==> config.mk <==
export PLATFORM = sky130hd
export DESIGN_NAME = hsync_out_proc
export DESIGN_NICKNAME = d
export VERILOG_FILES = /design/src/rtl/hsp_pkg.sv /design/src/rtl/hsp_sync_stage.sv /design/src/rtl/hsp_pol_detect.sv /design/src/rtl/hsp_line_timer.sv /design/src/rtl/hsp_pulse_gen.sv /design/src/rtl/hsp_delay_line.sv /design/src/rtl/hsync_out_proc.sv
export SDC_FILE = /design/constraint.sdc
export NUM_CORES = 1
export LEC_CHECK = 0
export ABC_AREA = 1
export BUFFER_PORTS_ARGS = -buffer_cell sky130_fd_sc_hd__buf_2
export CORE_ASPECT_RATIO = 1.5
export CORE_MARGIN = 2
export CORE_UTILIZATION = 25
export DETAILED_ROUTE_END_ITERATION = 7
export GPL_TIMING_DRIVEN = 0
export PLACE_DENSITY = 0.47
export SLEW_MARGIN = 40
export SYNTH_ARGS = -nofsm -noshare
export SYNTH_HDL_FRONTEND = slang
export SYNTH_SLANG_ARGS = --single-unit
==> constraint.sdc <==
create_clock -name clk -period 3.75 [get_ports clk]
set_clock_uncertainty 0.05 [all_clocks]
set_input_delay 0.5625 -clock clk [delete_from_list [all_inputs] [get_ports clk]]
set_output_delay 0.5625 -clock clk [all_outputs]
set_load 0.02 [all_outputs]
==> src/rtl/hsp_pkg.sv <==
`timescale 1ns/1ps
package hsp_pkg;
  // Level encoding shared by the polarity logic
  typedef enum logic {
    LVL_LOW  = 1'b0,
    LVL_HIGH = 1'b1
  } level_e;

  localparam int DEF_PIPE_LAT    = 4;
  localparam int DEF_SYNC_STAGES = 2;
endpackage

==> src/rtl/hsp_sync_stage.sv <==
`timescale 1ns/1ps
module hsp_sync_stage #(
  parameter int WIDTH  = 2,
  parameter int STAGES = 2
) (
  input  logic             clk,
  input  logic             rst,
  input  logic [WIDTH-1:0] din,
  output logic [WIDTH-1:0] dout
);
  logic [STAGES-1:0][WIDTH-1:0] q;

  always_ff @(posedge clk) begin
    if (rst) begin
      q <= '0;
    end else begin
      q[0] <= din;
      for (int k = 1; k < STAGES; k++) q[k] <= q[k-1];
    end
  end

  assign dout = q[STAGES-1];
endmodule

==> src/rtl/hsp_pol_detect.sv <==
`timescale 1ns/1ps
module hsp_pol_detect
  import hsp_pkg::*;
#(
  parameter int CNT_W = 12
) (
  input  logic clk,
  input  logic rst,
  input  logic lvl,
  input  logic freeze,
  output logic lead,
  output logic pol_high
);
  localparam logic [CNT_W-1:0] CMAX = '1;

  level_e           pol_q;
  logic             lvl_d;
  logic             armed;
  logic [CNT_W-1:0] hi_cnt, lo_cnt;
  logic             rise, fall;

  assign rise = lvl & ~lvl_d;
  assign fall = ~lvl & lvl_d;
  assign lead = (pol_q == LVL_HIGH) ? rise : fall;
  assign pol_high = (pol_q == LVL_HIGH);

  always_ff @(posedge clk) begin
    if (rst) begin
      pol_q  <= LVL_HIGH;
      lvl_d  <= 1'b0;
      armed  <= 1'b0;
      hi_cnt <= '0;
      lo_cnt <= '0;
    end else begin
      lvl_d <= lvl;
      if (freeze) begin
        armed  <= 1'b0;
        hi_cnt <= '0;
        lo_cnt <= '0;
      end else if (rise) begin
        if (armed) pol_q <= (hi_cnt <= lo_cnt) ? LVL_HIGH : LVL_LOW;
        armed  <= 1'b1;
        hi_cnt <= CNT_W'(1);
        lo_cnt <= '0;
      end else if (lvl) begin
        if (hi_cnt != CMAX) hi_cnt <= hi_cnt + CNT_W'(1);
      end else begin
        if (lo_cnt != CMAX) lo_cnt <= lo_cnt + CNT_W'(1);
      end
    end
  end


  pol_update_chk: assert property (@(posedge clk) disable iff (rst)
    !$stable(pol_q) |-> $past(rise && !freeze));
endmodule

==> src/rtl/hsp_line_timer.sv <==
`timescale 1ns/1ps
module hsp_line_timer #(
  parameter int PERIOD_W = 12
) (
  input  logic clk,
  input  logic rst,
  input  logic lead,
  input  logic coast,
  output logic trig
);
  localparam logic [PERIOD_W-1:0] PMAX = '1;

  logic [PERIOD_W-1:0] ph;
  logic [PERIOD_W-1:0] len;
  logic                seen;
  logic [PERIOD_W:0]   ph_inc;
  logic                fly;

  assign ph_inc = {1'b0, ph} + (PERIOD_W+1)'(1);
  assign fly    = coast && (len != '0) && ({1'b0, len} == ph_inc);
  assign trig   = coast ? fly : lead;

  always_ff @(posedge clk) begin
    if (rst) begin
      ph   <= '0;
      len  <= '0;
      seen <= 1'b0;
    end else begin
      if (trig) ph <= '0;
      else if (ph != PMAX) ph <= ph + PERIOD_W'(1);
      if (!coast && lead) begin
        seen <= 1'b1;
        if (seen) len <= ph_inc[PERIOD_W] ? PMAX : ph_inc[PERIOD_W-1:0];
      end
    end
  end


  no_period_chk: assert property (@(posedge clk) disable iff (rst)
    (coast && !seen) |-> !trig);
endmodule

==> src/rtl/hsp_pulse_gen.sv <==
`timescale 1ns/1ps
module hsp_pulse_gen #(
  parameter int WIDTH_W = 8
) (
  input  logic               clk,
  input  logic               rst,
  input  logic               trig,
  input  logic [WIDTH_W-1:0] cfg_width,
  output logic               active
);
  logic [WIDTH_W-1:0] cnt;
  logic [WIDTH_W-1:0] w_eff;

  assign w_eff  = (cfg_width == '0) ? WIDTH_W'(1) : cfg_width;
  assign active = (cnt != '0);

  always_ff @(posedge clk) begin
    if (rst) cnt <= '0;
    else if (trig) cnt <= w_eff;
    else if (cnt != '0) cnt <= cnt - WIDTH_W'(1);
  end


  pulse_start_chk: assert property (@(posedge clk) disable iff (rst)
    trig |=> active);

  pulse_cause_chk: assert property (@(posedge clk) disable iff (rst)
    $rose(active) |-> $past(trig));
endmodule

==> src/rtl/hsp_delay_line.sv <==
`timescale 1ns/1ps
module hsp_delay_line #(
  parameter int STAGES = 4
) (
  input  logic clk,
  input  logic rst,
  input  logic din,
  input  logic out_high,
  output logic dout
);
  logic [STAGES-1:0] taps;

  always_ff @(posedge clk) begin
    if (rst) begin
      taps <= '0;
      dout <= ~out_high;
    end else begin
      taps[0] <= din;
      for (int k = 1; k < STAGES; k++) taps[k] <= taps[k-1];
      dout <= out_high ? taps[STAGES-1] : ~taps[STAGES-1];
    end
  end
endmodule

==> src/rtl/hsync_out_proc.sv <==
`timescale 1ns/1ps
module hsync_out_proc #(
  parameter int WIDTH_W     = 8,
  parameter int PERIOD_W    = 12,
  parameter int PIPE_LAT    = hsp_pkg::DEF_PIPE_LAT,
  parameter int SYNC_STAGES = hsp_pkg::DEF_SYNC_STAGES
) (
  input  logic               clk,
  input  logic               rst,
  input  logic               hs_raw,
  input  logic               coast_raw,
  input  logic               cfg_coast_high,
  input  logic               cfg_out_high,
  input  logic [WIDTH_W-1:0] cfg_width,
  output logic               hs_out,
  output logic               pol_high
);
  localparam int ALIGN = PIPE_LAT + 1;

  logic [1:0] raw_v, sync_v;
  logic       coast_act;
  logic       lead;
  logic       trig;
  logic       pulse_act;

  assign raw_v = {coast_raw, hs_raw};

  hsp_sync_stage #(.WIDTH(2), .STAGES(SYNC_STAGES)) u_sync (
    .clk(clk), .rst(rst), .din(raw_v), .dout(sync_v));

  assign coast_act = cfg_coast_high ? sync_v[1] : ~sync_v[1];

  hsp_pol_detect #(.CNT_W(PERIOD_W)) u_pol (
    .clk(clk), .rst(rst), .lvl(sync_v[0]), .freeze(coast_act),
    .lead(lead), .pol_high(pol_high));

  hsp_line_timer #(.PERIOD_W(PERIOD_W)) u_timer (
    .clk(clk), .rst(rst), .lead(lead), .coast(coast_act), .trig(trig));

  hsp_pulse_gen #(.WIDTH_W(WIDTH_W)) u_pulse (
    .clk(clk), .rst(rst), .trig(trig), .cfg_width(cfg_width),
    .active(pulse_act));

  hsp_delay_line #(.STAGES(PIPE_LAT)) u_dly (
    .clk(clk), .rst(rst), .din(pulse_act), .out_high(cfg_out_high),
    .dout(hs_out));


  align_chk: assert property (@(posedge clk) disable iff (rst)
    $rose(pulse_act) |-> ##ALIGN (hs_out == cfg_out_high));
endmodule

==> parameters.txt, run 1 <==
Parameter                              Value

Setup path
  Type of the setup path with the least slack ... flip-flop to flip-flop
  R2r endpoint ... u_timer.ph[11]
  Worst path cell trace ... ha_1 -> nand3_2 -> inv_2 -> nand3b_1 -> nand2_1 -> nand2_1 -> nand2_1 -> nand3_1 -> nor2_2 -> a21boi_4 -> nand2_4 -> buf_6 -> a21oi_2
  Crit path from ... u_timer.ph[0]
  Crit path capture type ... flip-flop
  Depth of the worst register-to-register path ... 13
  Critical path data required time ... between 3 and 4 ns
  Setup slack of the worst register-to-register path ... 1.51 ns
  Kind of start point of the critical path ... flip-flop
  Critical R2R Launch ... u_timer.ph[0]
  Cell family with the largest share of critical-path delay ... simple AND/OR/NAND/NOR gates
  Critical path destination ... u_timer.ph[11]
  Worst path most repeated cell ... sky130_fd_sc_hd__nand2_1
  Count of buffering cells on the critical path with inverters included ... 2
  Total stage count of the critical path ... 13
  Max stage delay cell, worst path ... sky130_fd_sc_hd__dfxtp_1
  Critical path peak fanout ... 10
  Arrival time at the worst endpoint ... 2.40 ns
  Delay contributed by the slowest stage of the critical path ... between 0.4 and 0.5 ns

CTS
  CTS tree ... built
  # H-tree levels ... 3
  Clock insertion delay at the later pin of the skew report ... ~0.34 ns
  Hold buffer count at cts ... 0
  Clock Root Buffer ... sky130_fd_sc_hd__clkbuf_16
  Buffer levels on the longest clock path ... 2
  Buffers inserted by post-CTS timing repair ... 0
  Total clock sinks ... just under 70
  Number of clock buffers inserted by TritonCTS ... 9
  Clock edge transition at the registers on the reported setup and hold paths ... 0.06 ns
  Number of gates resized after CTS ... 0

Yosys
  Yosys cell types ... 38
  Area share of the largest cell type after synthesis ... a little under two fifths
  Count of state elements after synthesis ... 69
  Post-Synthesis Cell Area ... approximately 3700 µm²
  Post-synthesis area per instance ... roughly 7.0 µm²
  Mapped Nets ... between 500 and 600
  Synth area leader ... sky130_fd_sc_hd__dfxtp_1
  Top FF cell, synth ... sky130_fd_sc_hd__dfxtp_1
  Proportion of synthesized chip area in sequential cells ... a little under two fifths
  Cells after synthesis ... 530
  Synth top area cells ... sky130_fd_sc_hd__dfxtp_1 37%, sky130_fd_sc_hd__nand2_1 11%, sky130_fd_sc_hd__inv_1 7.5%
  Number of enable flip-flop cells after synthesis ... 0
  Count of yosys warnings during synthesis ... 0
  Async set-reset flop share out of synthesis ... 0%

Timing
  Final critical-path share of the clock period ... between 50% and 60%
  Total Negative Setup Slacks ... 0 ns
  Endpoints failing hold ... 0
  Rel. slew slack ... approximately 60%
  Final setup viols ... 0
  Maximum clock frequency ... approximately 450 MHz
  Number of pins exceeding their max-slew limit in the final report ... 0
  Setup repair after global routing missed its margin ... no
  Post-layout minimum cycle time ... about 2.2 ns
  PnR worst setup slack ... between 1.5 and 2 ns
  Slew at the pin with the worst max-slew slack ... 0.596 ns

Die
  Number of rows in the core area ... 54
  Area of the core ... 14500 µm²
  Die X-Extent ... between 100 and 150 µm
  Starting utilization of the core area ... 25.5%
  Number of top-level design ports ... 16
  Die Ht ... roughly 150 µm
  Die area ... between 15000 and 20000 µm²

Place
  Count of placed standard cells including taps ... 740
  Pre-CTS WS ... ~1.4 ns
  Count of input and output buffers ... 14
  Detailed placement HPWL ... about 6600 µm
  Gp weighted congestion ... about 0.83

Hold path
  Worst Hold Launch ... u_dly.taps[2]
  Type of the worst min-delay path ... flip-flop to flip-flop
  Cell depth of the worst min-delay path ... 2

Global routing
  Overflow left after global routing ... 0
  Most congested layer reported by global routing ... met2
  Met3 usage in global routing ... 2.20%
  All-Layer GR Usage ... 12.0%
  GR met1 Demand/Resource ... a little over an eighth
  Grt met2 use ... about a fifth
  Number of global-route vias before repair ... 3224
  Global-route wire length before repair ... ~15000 µm
  Antenna violations before repair ... 0
  Maximum number of pins on one net before global-route repair ... 13

Route
  Number of detailed-routing iterations run before antenna repair ... 4
  Post-route ant nets ... 0
  Detailed-route via count ... roughly 3400
  Routed wire length ... between 8000 and 9000 µm
  Via density per instance ... 4.44
  First DRT Iteration DRCs ... 100
  Routed wire per std cell ... around 11 µm
  DR DRC count ... 0

Status
  Outcome ... finished clean

Finish
  Commonest non-fill, non-tap cell in the layout ... sky130_fd_sc_hd__nand2_1
  Layout cells sized above 1 ... around 12%
  Commonest cells after routing, fill and taps aside ... 108 x sky130_fd_sc_hd__nand2_1, 74 x sky130_fd_sc_hd__inv_1, 69 x sky130_fd_sc_hd__dfxtp_1
  Post-Layout Cell Count ... 756
  Net count reported at finish ... 585
  Antenna fix cells ... 0
  Final core occ ... ~30%
  Layout Area Growth over Synthesis ... 17.4%

Flow run
  # Max-Cap Violations ... 0

Power and ir drop
  Cell leakage power ... around 0.0017 µW
  Highest ir drop seen on vdd ... roughly 0.35 mV
  Overall power of the completed layout ... about 2200 µW
  Power density over cell area ... about 500 nW/µm²
-- worst min-delay path by stage --
stage               slack, ns             end
floorplan                0.34   u_dly.taps[1]
CTS                      0.36   u_dly.taps[3]
finish                   0.36   u_dly.taps[3]
global placement         0.34  u_sync.dout[1]
global route             0.37     u_sync.q[1]
detailed placement       0.35   u_dly.taps[3]
-- sequential cells by signal, indices dropped and copies added (netlist names), 2 cells and up --
| name | count |
|---|---|
| u_timer.len | 12 |
| u_timer.ph | 12 |
| u_dly.taps | 4 |
| u_pol.hi_cnt | 12 |
| u_sync.q | 2 |
| u_sync.dout | 2 |
| u_pol.lo_cnt | 12 |
| u_pulse.cnt | 8 |
-- cells in the mapped netlist, types with 3 or more instances --
cell                         n
sky130_fd_sc_hd__a21oi_1    47
sky130_fd_sc_hd__clkbuf_1    6
sky130_fd_sc_hd__dfxtp_1    69
sky130_fd_sc_hd__ha_1       16
sky130_fd_sc_hd__inv_1      74
sky130_fd_sc_hd__nand2_1   108
sky130_fd_sc_hd__nand2_2     8
sky130_fd_sc_hd__nand3_1    36
sky130_fd_sc_hd__nand3_2     3
sky130_fd_sc_hd__nand3b_1    4
sky130_fd_sc_hd__nand4_1     4
sky130_fd_sc_hd__nor2_1     52
sky130_fd_sc_hd__nor2_2     14
sky130_fd_sc_hd__nor3_1     16
sky130_fd_sc_hd__o21ai_0    31
sky130_fd_sc_hd__or2_2       4
sky130_fd_sc_hd__xnor2_1     7
sky130_fd_sc_hd__xor2_1      6
-- final cells by class --
class | count | area [µm²]
fillers | 1639 | 10100
clock buffers | 11 | 243
plain buffers | 8 | 37.5
clock inverters | 5 | 83.8
inverters | 77 | 289
multi-input cells | 376 | 1980
repair buffers | 14 | 70.1
flip-flops and latches | 69 | 1380
well taps | 196 | 245
-- metal layers --
metal  up-vias  part of all wire (%)  wire (µm)
li1       1763                     -          -
met1      1540                    42       3610
met2        33                    53       4620
met3        21                   1.7        150
met4         0                   3.3        286
met5         -                     0          0
-- worst register-to-register path, stage by stage, from the launching register on --
cell and delay, ns:
sky130_fd_sc_hd__dfxtp_1 0.43, sky130_fd_sc_hd__ha_1 0.29, sky130_fd_sc_hd__nand3_2 0.11, sky130_fd_sc_hd__inv_2 0.11, sky130_fd_sc_hd__nand3b_1 0.11, sky130_fd_sc_hd__nand2_1 0.10, sky130_fd_sc_hd__nand2_1 0.05, sky130_fd_sc_hd__nand2_1 0.05
sky130_fd_sc_hd__nand3_1 0.07, sky130_fd_sc_hd__nor2_2 0.25, sky130_fd_sc_hd__a21boi_4 0.15, sky130_fd_sc_hd__nand2_4 0.09, sky130_fd_sc_hd__buf_6 0.19, sky130_fd_sc_hd__a21oi_2 0.04
-- per-stage QoR --
stage | hold slack (ns) | instance area, µm²
6_report | 0.356 | 4330
5_1_grt | 0.371 | 4330
3_5_place_dp | 0.349 | 4000
3_3_place_gp | 0.341 | 4000
4_1_cts | 0.359 | 4330
2_1_floorplan | 0.338 | 3690
-- power breakdown --
| part | switching [µW] | internal [µW] | leakage, µW |
|---|---|---|---|
| logic | 210 | 178 | 0.00101 |
| clock network | 335 | 602 | 0.000152 |
| registers | 45.1 | 794 | 0.000561 |
| total | 591 | 1570 | 0.00173 |
-- logic make-up (layout without fill, tap and decap cells) --
family	count (synthesis)	after routing	share of synthesized area, %
AO/OA/AOI/OAI	90	90	13.4
XOR/XNOR	13	13	3.09
adder cells (fa/ha/maj)	16	16	5.43
buffers and inverters	85	115	8.85
flip-flops	69	69	37.4
AND/OR/NAND/NOR	257	257	31.8
Note: power is estimated with default switching activity, not from simulation.
==> inputs of run 2 (changes only) <==
==> constraint.sdc (replaced) <==
create_clock -name clk -period 2.3 [get_ports clk]
set_clock_uncertainty 0.05 [all_clocks]
set_input_delay 0.345 -clock clk [delete_from_list [all_inputs] [get_ports clk]]
set_output_delay 0.345 -clock clk [all_outputs]
set_load 0.02 [all_outputs]
==> parameters.txt, run 2 (synthesis results as in run 1) <==
Parameter                              Value

Hold path
  Type of the worst min-delay path ... primary input to flip-flop
  Worst Hold Launch ... coast_raw

Setup path
  Critical path data required time ... between 2 and 2.5 ns
  Crit path from ... u_sync.dout[0]
  Kind of start point of the critical path ... flip-flop
  Setup slack of the worst register-to-register path ... roughly 0.19 ns
  Arrival time at the worst endpoint ... 2.30 ns
  Cell family with the largest share of critical-path delay ... simple AND/OR/NAND/NOR gates
  Max stage delay cell, worst path ... sky130_fd_sc_hd__clkbuf_1
  Critical path peak fanout ... 10
  Type of the setup path with the least slack ... flip-flop to flip-flop
  Count of buffering cells on the critical path with inverters included ... 3
  Critical R2R Launch ... u_sync.dout[0]
  Worst path cell trace ... inv_1 -> nor2_1 -> o21ai_1 -> nor2_1 -> clkbuf_1 -> nand3_1 -> o211ai_1 -> inv_1
  Crit path capture type ... flip-flop
  Delay contributed by the slowest stage of the critical path ... roughly 0.4 ns

Power and ir drop
  Power density over cell area ... ~810 nW/µm²
  Highest ir drop seen on vdd ... around 0.58 mV
  Cell leakage power ... 0.00173 µW

Finish
  Net count reported at finish ... approximately 590
  Layout Area Growth over Synthesis ... 18.2%
  Commonest non-fill, non-tap cell in the layout ... sky130_fd_sc_hd__nand2_1
  Antenna fix cells ... 0
  Area occupied by registers ... between 1000 and 1500 µm²
  Commonest cells after routing, fill and taps aside ... 108 x sky130_fd_sc_hd__nand2_1, 74 x sky130_fd_sc_hd__inv_1, 68 x sky130_fd_sc_hd__dfxtp_1
  Area used by multi-input combinational logic ... between 2000 and 2500 µm²
  Fill cell count ... 1640
  Layout cells sized above 1 ... a little over an eighth

Place
  Pre-CTS WS ... 0.0359 ns
  Gp weighted congestion ... about 0.83
  Detailed placement HPWL ... 6590 µm
  Count of input and output buffers ... 14

Die
  Number of rows in the core area ... 54
  Die X-Extent ... a little over 100 µm
  Number of top-level design ports ... 16
  Starting utilization of the core area ... around a quarter
  Die Ht ... approximately 150 µm
  Area of the core ... ~14000 µm²
  Die area ... approximately 16000 µm²

CTS
  Buffer levels on the longest clock path ... 2
  # H-tree levels ... 3
  CTS tree ... built
  Total clock sinks ... slightly below 70
  Clock Root Buffer ... sky130_fd_sc_hd__clkbuf_16
  Hold buffer count at cts ... 0
  Number of clock buffers inserted by TritonCTS ... 9
  Clock edge transition at the registers on the reported setup and hold paths ... approximately 0.060 ns
  Clock insertion delay at the later pin of the skew report ... 0.35 ns

Route
  DR DRC count ... 0
  Routed wire length ... between 8000 and 9000 µm
  Via density per instance ... approximately 4.5
  Detailed-route via count ... ~3400
  First DRT Iteration DRCs ... about 120
  Number of detailed-routing iterations run before antenna repair ... 4
  Routed wire per std cell ... ~12 µm
  Post-route ant nets ... 0

Flow run
  # Max-Cap Violations ... 0

Timing
  Post-layout minimum cycle time ... 2.11 ns
  PnR worst setup slack ... approximately 0.19 ns
  Number of pins exceeding their max-slew limit in the final report ... 0
  Endpoints failing hold ... 0
  Final setup viols ... 0
  Rel. slew slack ... between 60% and 70%
  Setup repair after global routing missed its margin ... no
  Slew at the pin with the worst max-slew slack ... ~0.6 ns
  Total Negative Setup Slacks ... 0 ns
  Final critical-path share of the clock period ... between 90 and 100%
  Maximum clock frequency ... roughly 470 MHz
  Fin Hold WS ... between 0.15 and 0.2 ns

Global routing
  Overflow left after global routing ... 0
  All-Layer GR Usage ... roughly 12%
  Global-route wire length before repair ... approximately 15000 µm
  Number of global-route vias before repair ... about 3200
  Maximum number of pins on one net before global-route repair ... 13
  Antenna violations before repair ... 0

Status
  Outcome ... finished clean
[run 2: path summary, 6_finish.rpt]
| path | cells after the start | to |
|---|---|---|
| max | 8 | u_timer.len[11] |
| max reg2reg | 8 | u_timer.len[11] |
| min reg2reg | 2 | u_dly.taps[3] |
| min | 3 | u_sync.q[1] |
[run 2: cell type report]
class / count / area share, %
Buffer: 8 / 0.861
Clock buffer: 11 / 5.57
Clock inverter: 5 / 1.92
Inverter: 77 / 6.63
Multi-Input combinational cell: 376 / 45.9
Sequential cell: 69 / 31.7
Tap cell: 196 / 5.62
Timing Repair Buffer: 15 / 1.78
[run 2: where the power goes]
part	internal [µW]	switching (µW)
registers	1300	74.8
logic	294	349
clock network	981	547
[run 2: what timing repair did]
action / CTS / global route
endpoints found under the setup margin: 0 / 26
resized for setup: 0 / 5
setup buffers: 0 / 1
[run 2: routing by layer]
metal / routed length (µm) / share of wire, % / global-route usage [%]
met5: 0 / 0 / 0
met4: 284 / 3.3 / 6.39
met3: 148 / 1.7 / 2.20
met2: 4660 / 54 / 21.2
met1: 3610 / 41 / 13.2
[run 2: through the flow]
stage | std cells | power [µW] | cell area (µm²) | utilization (%)
6_report | 757 | 3540 | 4360 | 30.2
5_1_grt | 757 | 3760 | 4360 | 30.2
4_1_cts | 756 | 3580 | 4330 | 29.9
3_5_place_dp | 740 | 2030 | 4000 | 27.7
3_3_place_gp | 740 | 2020 | 4000 | 27.7
2_1_floorplan | 530 | 1910 | 3690 | -
[run 2: worst reg2reg max path, stage by stage (launching register included)]
cell	delay, ns
sky130_fd_sc_hd__dfxtp_1	0.40
sky130_fd_sc_hd__inv_1	0.12
sky130_fd_sc_hd__nor2_1	0.19
sky130_fd_sc_hd__o21ai_1	0.21
sky130_fd_sc_hd__nor2_1	0.34
sky130_fd_sc_hd__clkbuf_1	0.41
sky130_fd_sc_hd__nand3_1	0.13
sky130_fd_sc_hd__o211ai_1	0.11
sky130_fd_sc_hd__inv_1	0.05
